`src/rtl/tx_analog_cfg_win.sv`:
```
module tx_analog_cfg_win #(
  parameter int NUM_LANE  = 4,
  parameter int NUM_PORT  = 2,
  parameter int OP_CYCLES = 4
) (
  input  logic        clk,
  input  logic        rst_n,
  input  logic [6:0]  bus_addr,
  input  logic        bus_wr,
  input  logic [31:0] bus_wdata,
  output logic [31:0] bus_rdata
);
  localparam int LANE_W = (NUM_LANE > 1) ? $clog2(NUM_LANE) : 1;
  localparam int CNT_W  = $clog2(OP_CYCLES + 1);
  localparam logic [7:0] LANE_LIM = 8'(NUM_LANE);
  localparam logic [7:0] PORT_LIM = 8'(NUM_PORT);
  localparam logic [6:0] A_LANE = 7'h08;
  localparam logic [6:0] A_PORT = 7'h09;
  localparam logic [6:0] A_CMD  = 7'h0A;
  localparam logic [6:0] A_SEL  = 7'h0B;
  localparam logic [6:0] A_VAL  = 7'h0C;

  logic [7:0]       lane_q, port_q;
  logic [5:0]       sel_q;
  logic [6:0]       val_q;
  logic             busy_q, err_q, op_store_q;
  logic [CNT_W-1:0] cnt_q;

  logic [5:0] swing_q [NUM_LANE];
  logic [4:0] pre_q   [NUM_LANE];
  logic [4:0] post_q  [NUM_LANE];

  logic              cmd, bad, done;
  logic [LANE_W-1:0] lane_idx;
  logic [6:0]        fetched;

  assign cmd      = bus_wr && bus_addr == A_CMD && (bus_wdata[0] || bus_wdata[1]) && !busy_q;
  assign bad      = lane_q >= LANE_LIM || port_q >= PORT_LIM || sel_q > 6'd2;
  assign done     = busy_q && cnt_q == '0;
  assign lane_idx = lane_q[LANE_W-1:0];

  always_comb begin
    case (sel_q)
      6'd0:    fetched = {1'b0, swing_q[lane_idx]};
      6'd1:    fetched = {2'b0, pre_q[lane_idx]};
      6'd2:    fetched = {2'b0, post_q[lane_idx]};
      default: fetched = '0;
    endcase
  end

  always_ff @(posedge clk or negedge rst_n) begin
    if (!rst_n) begin
      lane_q     <= '0;
      port_q     <= '0;
      sel_q      <= '0;
      val_q      <= '0;
      busy_q     <= 1'b0;
      err_q      <= 1'b0;
      op_store_q <= 1'b0;
      cnt_q      <= '0;
    end else if (busy_q) begin
      if (done) begin
        busy_q <= 1'b0;
        if (!op_store_q) val_q <= fetched;
      end else begin
        cnt_q <= cnt_q - 1'b1;
      end
    end else begin
      if (bus_wr && bus_addr == A_LANE) lane_q <= bus_wdata[7:0];
      if (bus_wr && bus_addr == A_PORT) port_q <= bus_wdata[7:0];
      if (bus_wr && bus_addr == A_SEL)  sel_q  <= bus_wdata[5:0];
      if (bus_wr && bus_addr == A_VAL)  val_q  <= bus_wdata[6:0];
      if (cmd) begin
        err_q <= bad;
        if (!bad) begin
          busy_q     <= 1'b1;
          cnt_q      <= CNT_W'(OP_CYCLES - 1);
          op_store_q <= bus_wdata[0];
        end
      end
    end
  end

  always_ff @(posedge clk or negedge rst_n) begin
    if (!rst_n) begin
      for (int i = 0; i < NUM_LANE; i++) begin
        swing_q[i] <= '0;
        pre_q[i]   <= '0;
        post_q[i]  <= '0;
      end
    end else if (done && op_store_q) begin
      case (sel_q)
        6'd0:    swing_q[lane_idx] <= val_q[5:0];
        6'd1:    pre_q[lane_idx]   <= val_q[4:0];
        6'd2:    post_q[lane_idx]  <= val_q[4:0];
        default: ;
      endcase
    end
  end

  always_comb begin
    bus_rdata = '0;
    case (bus_addr)
      A_LANE:  bus_rdata[7:0] = lane_q;
      A_PORT:  bus_rdata[7:0] = port_q;
      A_CMD:   bus_rdata[9:8] = {err_q, busy_q};
      A_SEL:   bus_rdata[5:0] = sel_q;
      A_VAL:   bus_rdata[6:0] = val_q;
      default: ;
    endcase
  end
endmodule

```
`config.mk`:
```
export PLATFORM = sky130hd
export DESIGN_NAME = tx_analog_cfg_win
export DESIGN_NICKNAME = d
export VERILOG_FILES = /design/src/rtl/tx_analog_cfg_win.sv
export SDC_FILE = /design/constraint.sdc
export NUM_CORES = 1
export LEC_CHECK = 0
export BUFFER_PORTS_ARGS = -buffer_cell sky130_fd_sc_hd__buf_4
export CAP_MARGIN = 5
export CORE_MARGIN = 2
export CORE_UTILIZATION = 28
export CTS_CLUSTER_DIAMETER = 40
export CTS_CLUSTER_SIZE = 12
export DETAILED_ROUTE_END_ITERATION = 8
export PLACE_DENSITY = 0.52
export SLEW_MARGIN = 20
export SYNTH_ARGS = -nofsm -noshare
export SYNTH_HDL_FRONTEND = slang
export SYNTH_SLANG_ARGS = --single-unit
export TNS_END_PERCENT = 20
```
`constraint.sdc`:
```
create_clock -name clk -period 2.8 [get_ports clk]
set_clock_uncertainty 0.2 [all_clocks]
set_input_delay 0.28 -clock clk [delete_from_list [all_inputs] [get_ports clk]]
set_output_delay 0.28 -clock clk [all_outputs]
set_load 0.05 [all_outputs]
```
==> results.yml <==
hold_path:
  hp-start: "bus_wdata[3]"
  min_path_type: "in2reg"
drt:
  met2WireLength_mm: 5.52
  vias: 3100
  viasPerCell: 4.86
  post_drt_wl_per_cell_um: 17.7
  dr.pass1.iters: 4
  drt_iter0_drc: 107
  top_layer: "met4"
  drt-total-wl_mm: 11.3
  remaining_drc_errors: 0
  drtAntennaViolNets: 0
  dr_wl_met3_um: 464
  wl_met1_mm: 5.14
critical_path:
  cp-startpoint: "cnt_q[0]"
  worstReg2RegStart: "cnt_q[0]"
  cp_data_arrival_time_ns: 2.43
  r2r_setup_slack_ns: 0.40
  required_ns: 2.83
  critPathMaxFanout: 5
  endpoint_kind: "register"
  start_kind: "register"
  criticalPathCategory: "reg2reg"
status:
  outcome: "finished clean"
global_route:
  grt_max_degree: 52
  grt_pass1_vias: 3222
  grt_pass1_wl_mm: 18.2
  grt_overflow_total: 0
  grt_usage_pct: 13.0
  antenna_found_initial: 0
clock_network:
  cts.path.max_buffers: 2
  cts_root_buffer: "clkbuf_16"
  h-tree-depth: 3
  path_clk_slew_ns: 0.06
  cts_tree: "built"
  clock_latency_ns: 0.35
  clkSinkCount: 99
  numCtsBuffers: 9
timing:
  hold_violations: 0
  fin_crit_ns: 2.40
  rsz0062_at_grt: "false"
  worst_slew_pin_slew_ns: 0.679
  maxSlewViolCount: 0
  whs_ns: 0.0101
  setup_viol: 0
  post-route-period-util_pct: 85.6
  max_freq_mhz: 417
  setup-tns-final_ns: 0
  slew_headroom_pct: 54.8
pwr:
  p_leak_nw: 2.75
  peakVddDrop_v: 0.000317
  p_per_area_nw_per_um2: 615
final_layout:
  diodes: 0
  fill_cells: 1698
  area_delta_synth_final_pct: 17.3
  final_common_cell: "dfrtp_1"
  layout.nets: 452
  drive_gt1_share_pct: 42.4
  seq_area_um2: 2480
  stdcell_area_um2: 5890
  mostFrequentLayoutCells: "dfrtp_1 (99), mux2_2 (91), buf_4 (37)"
  multi_input_area_um2: 2340
logic_synthesis:
  ys_warn_count: 0
  synth_cell_type_count: 46
  avgSynthCellArea_um2: 13.3
  synthArstFlopShare_pct: 100
  seq_area_frac_synth_pct: 49.4
  synth_ff_type: "dfrtp_1"
  synth-edff-count: 0
  syn_inst: 377
  mappedNetlistArea_um2: 5020
  synth-seq-cells: 99
place:
  placed_area_um2: 5410
  portBuffers: 27
  globalplace.congestion: 0.781
  dp_hpwl_mm: 7.99
floorplan:
  die-area_um2: 19000
  core-area_um2: 17400
  start_util_pct: 28.8
  rows: 48
  die_h_um: 138
  io_pins: 74
  dieWidth_um: 138
job:
  max_cap_violations: 0
[sequential cells by signal (all words and copies together) (netlist names)]
| name | cells |
|---|---|
| pre_q | 20 |
| sel_q | 6 |
| val_q | 7 |
| op_store_q | 1 |
| port_q | 8 |
| lane_q | 8 |
| cnt_q | 3 |
| swing_q | 24 |
| busy_q | 1 |
| err_q | 1 |
| post_q | 20 |
[power by group]
part / total (mW) / internal (mW) / switching (mW)
sequential: 1.58 / 1.48 / 0.103
combinational: 0.354 / 0.135 / 0.219
clock: 1.69 / 1.14 / 0.545
[cells by family after synthesis]
| logic type | share of synthesized area [%] |
|---|---|
| compound gates | 5.09 |
| other cells | 0.0747 |
| buf+inv | 5.76 |
| fa+ha+maj | 0.499 |
| simple gates | 9.78 |
| flops | 49.4 |
| mux | 29.4 |
[path summary, 6_finish.rpt]
kind,depth (start not counted),to
max,7,post_q[16]
min,2,lane_q[3]
max reg2reg,7,post_q[16]
min reg2reg,1,pre_q[0]
max in group asynchronous,3,port_q[5]
min in group asynchronous,2,post_q[7]
[synthesized netlist by cell type, types with 2 or more instances]
library cell  instances  area, um^2
nor4_1                2        12.5
buf_4                22         165
nand2_1              17        63.8
or2_2                 2        12.5
nor3_2                2        20.0
ha_1                  2        25.0
o2bb2ai_1             6        52.6
and2_1                3        18.8
mux4_2               16         360
nor2b_1               8        50.1
nand3b_1              2        15.0
buf_2                 6        30.0
a41oi_1               6        52.6
and3_1                3        18.8
buf_6                 2        22.5
dfrtp_1              99        2480
a31oi_1               6        37.5
mux2i_1               8        80.1
nand4_1               2        12.5
nor4_4                2        42.5
inv_1                 4        15.0
nor3_1                9        45.0
and3b_1               2        17.5
a21oi_1               3        15.0
mux2_2               91        1020
clkbuf_1             14        52.6
nand2b_1              4        25.0
nor2_1               11        41.3
a2bb2oi_1             6        52.6
[per-stage QoR]
step                      util (%)  power [mW]  setup WS, ns  std cells
after floorplan                  -        1.83         0.245        398
after global placement        31.1        1.95         0.246        616
after detailed placement      31.1        1.96         0.232        616
after CTS                     33.8        3.66         0.210        638
after global routing          33.8        3.77         0.258        638
final                         33.8        3.62         0.404        638
[what timing repair did]
action / in CTS / in global routing
setup buffers: 0 / 0
hold endpoints to repair: 59 / 0
setup endpoints to repair: 0 / 6
hold buffers: 6 / 0
gates resized for setup: 0 / 1
[cell type report]
cell class | instances | share of cell area [%]
Clock inverter | 7 | 3.19
Inverter | 4 | 0.255
Tap cell | 225 | 4.78
Clock buffer | 9 | 3.83
Sequential cell | 99 | 42.1
Timing Repair Buffer | 44 | 6.08
Multi-Input combinational cell | 250 | 39.8
[critical path, stage by stage, from the launching register on]
cell and delay (ns):
dfrtp_1 0.38, inv_1 0.08, ha_1 0.16, ha_1 0.22
nand2_1 0.11, nor3_1 0.35, and3_1 0.41, mux2_2 0.38
[layer usage]
layer  vias to the layer above  GRT usage [%]
li1                       1411              -
met1                      1610           17.1
met2                        67           21.0
met3                        12           2.74
met4                         0           4.76
met5                         -              0
Note: power is estimated with default switching activity, not from simulation.
